===== config.mk =====
export PLATFORM = sky130hd
export DESIGN_NAME = irq_vec_requester
export DESIGN_NICKNAME = d
export VERILOG_FILES = /design/src/rtl/irq_req_pkg.sv /design/src/rtl/irq_pend_flag.sv /design/src/rtl/irq_level_gate.sv /design/src/rtl/irq_bus_grant.sv /design/src/rtl/irq_trap_vector.sv /design/src/rtl/irq_vec_requester.sv
export SDC_FILE = /design/constraint.sdc
export NUM_CORES = 1
export LEC_CHECK = 0
export BUFFER_PORTS_ARGS = -buffer_cell sky130_fd_sc_hd__buf_4
export CAP_MARGIN = 20
export CORE_MARGIN = 1.5
export CORE_UTILIZATION = 35
export CTS_BUF_LIST = sky130_fd_sc_hd__clkbuf_2 sky130_fd_sc_hd__clkbuf_4 sky130_fd_sc_hd__clkbuf_8
export DETAILED_ROUTE_END_ITERATION = 6
export PLACE_DENSITY = 0.73
export SYNTH_ARGS = -nofsm -noshare
export SYNTH_HDL_FRONTEND = slang
export SYNTH_HIERARCHICAL = 1
export SYNTH_SLANG_ARGS = --single-unit

===== constraint.sdc =====
create_clock -name clk -period 1.8 [get_ports clk]
set_input_delay 0.27 -clock clk [delete_from_list [all_inputs] [get_ports clk]]
set_output_delay 0.27 -clock clk [all_outputs]
set_load 0.05 [all_outputs]

===== src/rtl/irq_req_pkg.sv =====
`timescale 1ns/1ps
// Package: shared level-line width and the jumper decode.
// Assumes three level lines, bit 2 being the highest level.
package irq_req_pkg;
    localparam int unsigned NUM_LVL = 3;
    typedef logic [NUM_LVL-1:0] lvl_vec_t;

    // Map a two-bit jumper select to a one-hot level line; 2 and 3 both pick the top line.
    function automatic lvl_vec_t lvl_decode(input logic [1:0] sel);
        lvl_vec_t v;
        v = '0;
        if (sel >= 2'd2) v[NUM_LVL-1] = 1'b1;
        else             v[sel]       = 1'b1;
        return v;
    endfunction
endpackage


===== src/rtl/irq_pend_flag.sv =====
`timescale 1ns/1ps
// Pending-flag holder: accepts masked or sync events and latches the source
// number of the first accepted event. A new event wins over a clear in the same cycle.
// Assumes clr_i is a one-cycle pulse from the level gate.
module irq_pend_flag #(
    parameter int unsigned SRC_W = 3
) (
    input  logic             clk,
    input  logic             rst_n,
    input  logic             evt_valid_i,
    input  logic             evt_sync_i,
    input  logic [SRC_W-1:0] evt_src_i,
    input  logic             mask_en_i,
    input  logic             clr_i,
    output logic             pend_o,
    output logic [SRC_W-1:0] src_o
);
    logic accept;

    // Event passes the mask unless it is the sync source.
    always_comb accept = evt_valid_i && (mask_en_i || evt_sync_i);

    // Flag and source registers; source reloads only when the flag is free or clearing.
    always_ff @(posedge clk) begin
        if (!rst_n) begin
            pend_o <= 1'b0;
            src_o  <= '0;
        end else begin
            pend_o <= accept || (pend_o && !clr_i);
            if (accept && (!pend_o || clr_i)) src_o <= evt_src_i;
        end
    end

    // nothing sets the flag without an accepted event.
    p_mask_blocks_r1: assert property (@(posedge clk) disable iff (!rst_n)
        (!pend_o && !(evt_valid_i && (mask_en_i || evt_sync_i))) |=> !pend_o);

    // source held while pending and not clearing.
    p_src_hold_r11: assert property (@(posedge clk) disable iff (!rst_n)
        (pend_o && !clr_i) |=> $stable(src_o));
endmodule


===== src/rtl/irq_level_gate.sv =====
`timescale 1ns/1ps
// Poll responder: sets the interrupt flop on a poll with a pending flag and
// pulses the jumper-selected level line for one cycle. Clears the flop and
// issues the flag clear on the first edge of bus control.
// Assumes in_svc_i covers both the request and the control flops.
module irq_level_gate
    import irq_req_pkg::*;
(
    input  logic       clk,
    input  logic       rst_n,
    input  logic       poll_i,
    input  logic       pend_i,
    input  logic       in_svc_i,
    input  logic       busc_i,
    input  logic [1:0] sel_i,
    output logic       intr_o,
    output lvl_vec_t   lvl_o,
    output logic       clr_o
);
    logic take;

    // A poll is answered only with a pending flag and no service under way.
    always_comb take = poll_i && pend_i && !in_svc_i;

    // Flag clear pulse: bus control is up while the interrupt flop is still set.
    always_comb clr_o = busc_i && intr_o;

    // Interrupt flop and registered level pulse.
    always_ff @(posedge clk) begin
        if (!rst_n) begin
            intr_o <= 1'b0;
            lvl_o  <= '0;
        end else begin
            intr_o <= !busc_i && (intr_o || take);
            lvl_o  <= take ? lvl_decode(sel_i) : '0;
        end
    end

    // at most one level line.
    p_lvl_onehot_r3: assert property (@(posedge clk) disable iff (!rst_n)
        $onehot0(lvl_o));

    // a pulse never lasts two cycles without a second poll.
    p_lvl_single_r2: assert property (@(posedge clk) disable iff (!rst_n)
        ((lvl_o != '0) && !poll_i) |=> (lvl_o == '0));

    // interrupt flop drops once bus control is seen.
    p_intr_clear_r8: assert property (@(posedge clk) disable iff (!rst_n)
        busc_i |=> !intr_o);
endmodule


===== src/rtl/irq_bus_grant.sv =====
`timescale 1ns/1ps
// Bus grant cell: request flop breaks the grant chain, control flop takes
// the bus when granted and idle. Both clear when the enable line is released.
// Assumes bus_busy_i excludes this card's own control.
module irq_bus_grant (
    input  logic clk,
    input  logic rst_n,
    input  logic intr_i,
    input  logic ien_n_i,
    input  logic grant_in_i,
    input  logic bus_busy_i,
    output logic grab_o,
    output logic busc_o,
    output logic busc_set_o,
    output logic grant_out_o
);
    // Control takes the bus on this edge.
    always_comb busc_set_o = grab_o && grant_in_i && !bus_busy_i && !ien_n_i && !busc_o;

    // Chain passes grant unless this card requests.
    always_comb grant_out_o = grant_in_i && !grab_o;

    // Request and control flops with enable-driven teardown.
    always_ff @(posedge clk) begin
        if (!rst_n) begin
            grab_o <= 1'b0;
            busc_o <= 1'b0;
        end else begin
            grab_o <= !ien_n_i && !busc_o && (grab_o || intr_i);
            busc_o <= !ien_n_i && (busc_o || busc_set_o);
        end
    end

    // enable released tears both flops down.
    p_teardown_r7: assert property (@(posedge clk) disable iff (!rst_n)
        ien_n_i |=> (!grab_o && !busc_o));

    // control only rises from a granted, idle bus.
    p_busc_rise_r5: assert property (@(posedge clk) disable iff (!rst_n)
        $rose(busc_o) |-> ($past(grant_in_i) && !$past(bus_busy_i) && $past(grab_o)));
endmodule


===== src/rtl/irq_trap_vector.sv =====
`timescale 1ns/1ps
// Trap vector driver: computes base + source * stride, captures it when bus
// control sets, drives it only under control, and raises address-valid
// (active low) one clock after control.
// Assumes busc_set_i is a one-cycle pulse on the edge control sets.
module irq_trap_vector #(
    parameter int unsigned              SRC_W       = 3,
    parameter int unsigned              ADDR_W      = 8,
    parameter logic [ADDR_W-1:0]        TRAP_BASE   = 'h40,
    parameter logic [ADDR_W-1:0]        TRAP_STRIDE = 'h4
) (
    input  logic              clk,
    input  logic              rst_n,
    input  logic [SRC_W-1:0]  src_i,
    input  logic              busc_set_i,
    input  logic              busc_i,
    input  logic              ien_n_i,
    output logic [ADDR_W-1:0] trap_o,
    output logic              iadv_n_o
);
    logic [ADDR_W-1:0] calc;
    logic [ADDR_W-1:0] trap_q;

    // Vector lookup computed from the source number.
    always_comb calc = TRAP_BASE + ADDR_W'(src_i) * TRAP_STRIDE;

    // Vector capture and address-valid strobe.
    always_ff @(posedge clk) begin
        if (!rst_n) begin
            trap_q   <= '0;
            iadv_n_o <= 1'b1;
        end else begin
            if (busc_set_i) trap_q <= calc;
            iadv_n_o <= !(busc_i && !ien_n_i);
        end
    end

    // Data bus drive only under control.
    always_comb trap_o = busc_i ? trap_q : '0;

    // strobe follows control by one clock.
    p_iadv_after_r6: assert property (@(posedge clk) disable iff (!rst_n)
        (busc_i && !ien_n_i) |=> !iadv_n_o);

    // vector steady through service.
    p_vec_stable_r10: assert property (@(posedge clk) disable iff (!rst_n)
        (busc_i && !ien_n_i) |=> $stable(trap_q));
endmodule


===== src/rtl/irq_vec_requester.sv =====
`timescale 1ns/1ps
// Top: polled vectored interrupt requester with its own bus grant cell.
// Wires flag, poll responder, grant cell and vector driver.
// Assumes lvl_sel is static and poll is a one-cycle strobe.
module irq_vec_requester
    import irq_req_pkg::*;
#(
    parameter int unsigned       SRC_W       = 3,
    parameter int unsigned       ADDR_W      = 8,
    parameter logic [ADDR_W-1:0] TRAP_BASE   = 'h40,
    parameter logic [ADDR_W-1:0] TRAP_STRIDE = 'h4
) (
    input  logic               clk,
    input  logic               rst_n,
    input  logic               evt_valid,
    input  logic               evt_sync,
    input  logic [SRC_W-1:0]   evt_src,
    input  logic               mask_en,
    input  logic [1:0]         lvl_sel,
    input  logic               poll,
    input  logic               ien_n,
    input  logic               grant_in,
    input  logic               bus_busy_in,
    output logic               grant_out,
    output logic               bus_busy_out,
    output logic [NUM_LVL-1:0] lvl_pulse,
    output logic [ADDR_W-1:0]  trap_addr,
    output logic               iadv_n
);
    logic             pend, clr, intr, grab, busc, busc_set, in_svc;
    logic [SRC_W-1:0] src;

    // Service under way: request or control held.
    always_comb in_svc = grab || busc;

    irq_pend_flag #(.SRC_W(SRC_W)) u_flag (
        .clk(clk), .rst_n(rst_n), .evt_valid_i(evt_valid), .evt_sync_i(evt_sync),
        .evt_src_i(evt_src), .mask_en_i(mask_en), .clr_i(clr),
        .pend_o(pend), .src_o(src)
    );

    irq_level_gate u_lvl (
        .clk(clk), .rst_n(rst_n), .poll_i(poll), .pend_i(pend), .in_svc_i(in_svc),
        .busc_i(busc), .sel_i(lvl_sel), .intr_o(intr), .lvl_o(lvl_pulse), .clr_o(clr)
    );

    irq_bus_grant u_gnt (
        .clk(clk), .rst_n(rst_n), .intr_i(intr), .ien_n_i(ien_n),
        .grant_in_i(grant_in), .bus_busy_i(bus_busy_in), .grab_o(grab),
        .busc_o(busc), .busc_set_o(busc_set), .grant_out_o(grant_out)
    );

    irq_trap_vector #(.SRC_W(SRC_W), .ADDR_W(ADDR_W), .TRAP_BASE(TRAP_BASE),
                      .TRAP_STRIDE(TRAP_STRIDE)) u_vec (
        .clk(clk), .rst_n(rst_n), .src_i(src), .busc_set_i(busc_set), .busc_i(busc),
        .ien_n_i(ien_n), .trap_o(trap_addr), .iadv_n_o(iadv_n)
    );

    always_comb bus_busy_out = busc;

    // chain stays broken while requesting.
    p_chain_break_r4: assert property (@(posedge clk) disable iff (!rst_n)
        grab |-> !grant_out);

    // flag cleared on the edge after control sets unless a new event arrives.
    p_pend_clear_r8: assert property (@(posedge clk) disable iff (!rst_n)
        (clr && !evt_valid) |=> !pend);
endmodule


==> flow_summary.toml, run 1 <==
[synthesis]
synthAdderAreaFrac_pct = 0
ys_types = 22
postSynth.asyncResetShare_pct = 0
synth_top_area_share_pct = 46.5
ys_dominant_reg_cell = "dfxtp_1"
top_area_cells_in_the_synthesized_netlist = "dfxtp_1 (47%), mux2i_1 (9.3%), and2_1 (4.8%)"
synth_sequential_area_ratio_pct = 46.5
synth.cells.most_frequent = "dfxtp_1 (15), mux2i_1 (6), nand2_1 (6), and2_1 (5), buf_4 (4)"
synth_simple_gate_area_share_pct = 32.0
synth_xor_xnor_area_share_pct = 0
post_synth.cell_area_avg_sq_um = 10.1
mappedNetlistArea_sq_um = 646
synth_compound_gate_area_share_pct = 5.23
synth_largest_area_cell = "dfxtp_1"
synth_warnings = 6
yosys-mux-area-fraction_pct = 9.30
synth.most_common_cell = "dfxtp_1"
number_of_instances_in_the_synthesized_netlist = 64
combinational_family_with_the_most_area_after_synthesis = "simple AND/OR/NAND/NOR gates"
synth-seq-cells = 15
synth_edf_count = 0

[cts]
cts_tree = "yes"
cts.clk_slew.worst_paths_ns = 0.09
clock_tree_root = "clkbuf_4"
cts.path.max_buffers = 2
cts_setup_buffers = 0
clk_latency_ns = 0.27
post_cts_hold_buffer_count = 0
sinks_on_the_clock_net = 15
resized_cells_post_cts = 0
numCtsBuffers = 3
h-tree-depth = 1

[grt]
grt_pass1_vias = 442
grt_max_degree = 17
global_route_total_overflow = 0
global_route.usage.total_pct = 12.1
initial_antenna_violation_count = 0
first_pass_grt_wire_length_mm = 1.79

[critical_path]
critPathRequiredTime_ns = 1.53
setup.worst_path.end_class = "output port"
critical_path_peak_fanout = 12
worstSetupPathType = "reg2out"
crit_chain = "and2_1 > buf_4"
timing.critical_path.arrival_ns = 1.19
timing.critical_path.from_type = "flip-flop"
critical_path_buf_inv_count = 1
critical-path-slowest-cell = "dfxtp_1"
crit_family = "flip-flops"
critPathMaxStageDelay_ns = 0.53

[sta]
rsz0062_at_grt = "no"
period_share_pct = 81.0
timing.final.max_slew_violations = 0
fmaxAchievable_mhz = 686
fin_crit_ns = 1.46
worst_setup_skew_after_layout_ns = 0.00119
sum_of_negative_setup_slack_ns = 0
final_hold_viol_count = 0
setup_viol = 0

[pwr]
total_power_w = 0.000639
cell_pwr_density_nw_per_um2 = 736
p_leak_nw = 0.385
power.ir.vdd_worst_mv = 0.285

[route]
route.vias.total = 506
drtPass1Iterations = 2
drc_errors = 0
post_drt_via_cell_ratio = 4.36
first_iter_violations = 5
ant_nets = 0
post_drt_wl_per_cell_um = 9.93
totalWireLength_mm = 1.15

[die]
core_footprint_sq_um = 1730
height_of_the_chip_um = 46.0
rows = 15
ioPinCount = 28
die_width_um = 46.0
initial_utilization_pct = 37.4
design.die.area_sq_um = 2110

[job]
drv.max_cap_violation_count = 0

[hold_path]
hold_path_class = "in2reg"

[finish]
final_net_count = 106
antenna_cells_inserted = 0
stdcell_count = 116
synthToLayoutAreaGrowth_pct = 34.5
final_layout_size_suffix_gt1_share_pct = 37.4
final_core_utilization_pct = 50.3
nFillCells = 163

[placed_design]
place_hpwl_um = 851
gp_congestion = 0.726
placedCellCount = 112
numPortBuffers = 23

[outcome]
run_status = "completed"
final cells by class:
class                      count  area (sq um)  share of cell area (%)
timing repair buffer          24           180                    20.7
sequential                    15           300                    34.6
tap                           25          31.3                    3.60
clock buffer                   4          30.0                    3.46
inverter                       3          11.3                    1.30
multi-input combinational     45           315                    36.3
layer usage:
layer | share of wire (%) | global-route usage, %
met4 | 1.5 | 8.57
met3 | 5.9 | 2.78
met2 | 51 | 20.8
met5 | 0 | 0
met1 | 42 | 12.6
worst paths after layout:
check	start	endpoint	cells past startpoint	slack, ns
worst max-delay path	u_gnt/busc_o	trap_addr[3]	2	0.34
worst min register to register	u_lvl/intr_o	u_lvl/intr_o	2	0.46
worst max register to register	u_gnt/busc_o	u_flag/src_o[1]	4	0.48
worst min-delay path	lvl_sel[0]	u_lvl/lvl_o[0]	2	0.15
metrics by stage:
| stage | setup slack [ns] | area [sq um] | hold slack, ns |
|---|---|---|---|
| after detailed placement | 0.510 | 838 | 0.443 |
| final | 0.342 | 868 | 0.152 |
| after CTS | 0.319 | 868 | 0.144 |
| after global routing | 0.240 | 868 | 0.136 |
| after global placement | 0.572 | 838 | 0.440 |
| after floorplan | 0.264 | 657 | 0.340 |
cells by family after synthesis:
family	Yosys count
AND/OR/NAND/NOR	30
flip-flops	15
buffers and inverters	7
multiplexers	6
AO/OA/AOI/OAI	5
other	1
power breakdown:
| group | total, W | switching (W) | internal [W] |
|---|---|---|---|
| clock network | 0.000201 | 0.0000998 | 0.000101 |
| logic | 0.0000905 | 0.0000520 | 0.0000385 |
| registers | 0.000348 | 0.00000696 | 0.000341 |
| total | 0.000639 | 0.000159 | 0.000481 |
state kept, by name, summed over array words and instances, names as in the netlist:
| register | flops |
|---|---|
| u_lvl/lvl_o | 3 |
| u_vec/trap_q | 4 |
| u_lvl/intr_o | 1 |
| u_vec/iadv_n_o | 1 |
| u_flag/src_o | 3 |
| u_flag/pend_o | 1 |
| u_gnt/busc_o | 1 |
| u_gnt/grab_o | 1 |
placed cells by master (no fill, tap or decap):
cell type and count:
mux2i_1 6, inv_1 3, a21oi_1 2, nand2_1 6, nand2b_1 3, dfxtp_1 15, a21boi_0 1, nor2b_2 1
nor2b_1 3, and2b_2 1, nor4b_2 1, nand3b_1 3, nor3b_2 1, or2_1 1, nand4b_4 1, conb_1 4
buf_4 24, clkbuf_4 4, and2_1 5, nor3_1 2, nor2_1 2, o21ai_2 1, o21a_1 1
Power figures use the tool's default switching activity.
==> run 2, diff against run 1 <==
--- a/config.mk
+++ b/config.mk
@@ -11,7 +11,7 @@
 export CORE_UTILIZATION = 35
 export CTS_BUF_LIST = sky130_fd_sc_hd__clkbuf_2 sky130_fd_sc_hd__clkbuf_4 sky130_fd_sc_hd__clkbuf_8
 export DETAILED_ROUTE_END_ITERATION = 6
-export PLACE_DENSITY = 0.73
+export PLACE_DENSITY = 0.75
 export SYNTH_ARGS = -nofsm -noshare
 export SYNTH_HDL_FRONTEND = slang
 export SYNTH_HIERARCHICAL = 1
==> constraint.sdc (replaced) <==
create_clock -name clk -period 1.3 [get_ports clk]
set_input_delay 0.195 -clock clk [delete_from_list [all_inputs] [get_ports clk]]
set_output_delay 0.195 -clock clk [all_outputs]
set_load 0.05 [all_outputs]
==> flow_summary.toml, run 2 (synthesis results as in run 1) <==
[grt]
global_route_total_overflow = 0
initial_antenna_violation_count = 0
grt_pass1_vias = 436
grt_max_degree = 17
global_route.usage.total_pct = 12.4
first_pass_grt_wire_length_mm = 1.81

[critical_path]
critPathMaxStageDelay_ns = 0.42
critPathRequiredTime_ns = 1.11
critical_path_peak_fanout = 12
timing.critical_path.arrival_ns = 1.04
crit_chain = "and2_1 > buf_4"
worstSetupPathType = "reg2out"
crit_family = "flip-flops"
setup.worst_path.end_class = "output port"
timing.critical_path.from_type = "flip-flop"
critical_path_buf_inv_count = 1
cp.depth = 2
critical-path-slowest-cell = "dfxtp_4"
ff2ff_path_depth = 4

[route]
post_drt_wl_per_cell_um = 10.2
ant_nets = 0
drc_errors = 0
post_drt_via_cell_ratio = 4.30
totalWireLength_mm = 1.17
first_iter_violations = 3
route.vias.total = 494
drtPass1Iterations = 3

[die]
die_width_um = 46.0
initial_utilization_pct = 37.4
core_footprint_sq_um = 1730
height_of_the_chip_um = 46.0
rows = 15
design.die.area_sq_um = 2110
ioPinCount = 28

[cts]
h-tree-depth = 1
numCtsBuffers = 3
clk_latency_ns = 0.27
clock_tree_root = "clkbuf_4"
sinks_on_the_clock_net = 15
cts_tree = "yes"
cts.path.max_buffers = 2
cts.clk_slew.worst_paths_ns = 0.08
cts_setup_buffers = 0
resized_cells_post_cts = 0
post_cts_hold_buffer_count = 0

[hold_path]
hold_path_class = "in2reg"
min_path_cells = 2

[outcome]
run_status = "completed"

[finish]
antenna_cells_inserted = 0
layout_commonest_cell = "buf_4"
largest-register = "u_vec/trap_q"
final_layout_size_suffix_gt1_share_pct = 38.9
area_of_combinational_cells_with_multiple_inputs_sq_um = 327
regArea_sq_um = 304
nFillCells = 175
largest_register_ffs = 4
top_regs = "u_vec/trap_q (4), u_flag/src_o (3), u_lvl/lvl_o (3)"
synthToLayoutAreaGrowth_pct = 35.7
most_used_cells_in_the_layout_excluding_fill_and_tap_cells = "buf_4 (23), dfxtp_1 (14), nand2_1 (6), mux2i_1 (6), and2_1 (5)"
final_core_utilization_pct = 50.7
final_net_count = 105

[sta]
worst_setup_skew_after_layout_ns = 0.00172
sum_of_negative_setup_slack_ns = 0
period_share_pct = 95.1
rsz0062_at_grt = "no"
fmaxAchievable_mhz = 809
final_hold_viol_count = 0
fin_crit_ns = 1.24
timing.final.max_slew_violations = 0
setup_viol = 0

[pwr]
share_of_power_burned_in_the_clock_network_pct = 31.4
power.ir.vdd_worst_mv = 0.360
p_leak_nw = 0.380
cell_pwr_density_nw_per_um2 = 1010
flop_pwr_share_pct = 54.3
switchingPower_w = 0.000221
internal_power_w = 0.000663
power.combinational.fraction_pct = 14.3
switching_share_pct = 25.0

[placed_design]
place_hpwl_um = 914
gp_congestion = 0.724
numPortBuffers = 23

[job]
drv.max_cap_violation_count = 0
-- run 2: cell types whose count changed in the layout (fill, tap and decap cells not counted) --
cell,change
dfxtp_1,-1
dfxtp_4,+1
nor3_4,+1
buf_4,-1
nor3_1,-1
-- run 2: final cells by class --
cell class | count | share of cell area, %
multi-input cells | 45 | 37.3
clock buffers | 4 | 3.43
inverters | 3 | 1.29
repair buffers | 23 | 19.7
flip-flops and latches | 15 | 34.7
well taps | 25 | 3.57
-- run 2: per-stage QoR --
step                std cells  total power, W  setup WS (ns)  hold WS, ns  instance area (sq um)
floorplan                  67        0.000574         0.0301        0.265                    663
global placement          111        0.000617         0.0974        0.365                    837
detailed placement        111        0.000620         0.0724        0.371                    837
CTS                       115        0.000903         0.0143       0.0682                    867
global route              115        0.000931        0.00998       0.0751                    876
finish                    115        0.000884         0.0642       0.0807                    876
-- run 2: metal layers --
layer | vias to the layer above | share of wire (%) | global-route usage (%)
li1 | 255 | - | -
met1 | 220 | 43 | 15.2
met2 | 17 | 48 | 18.1
met3 | 2 | 6.9 | 4.37
met4 | 0 | 1.5 | 8.57
met5 | - | 0 | 0
-- run 2: power by group through the flow --
stage,combinational [W],clock [W],sequential (W)
6_report,0.000127,0.000277,0.000480
3_5_place_dp,0.000127,0,0.000493
5_1_grt,0.000137,0.000312,0.000482
3_3_place_gp,0.000124,0,0.000493
2_1_floorplan,0.0000785,0,0.000496
4_1_cts,0.000127,0.000294,0.000482
-- run 2: path summary, 6_finish.rpt --
check        slack (ns)            start         endpoint
max reg2reg        0.11     u_gnt/busc_o  u_flag/src_o[0]
min reg2reg        0.47  u_flag/src_o[1]  u_flag/src_o[1]
max                0.06     u_gnt/busc_o     trap_addr[3]
min                0.08       lvl_sel[0]   u_lvl/lvl_o[0]
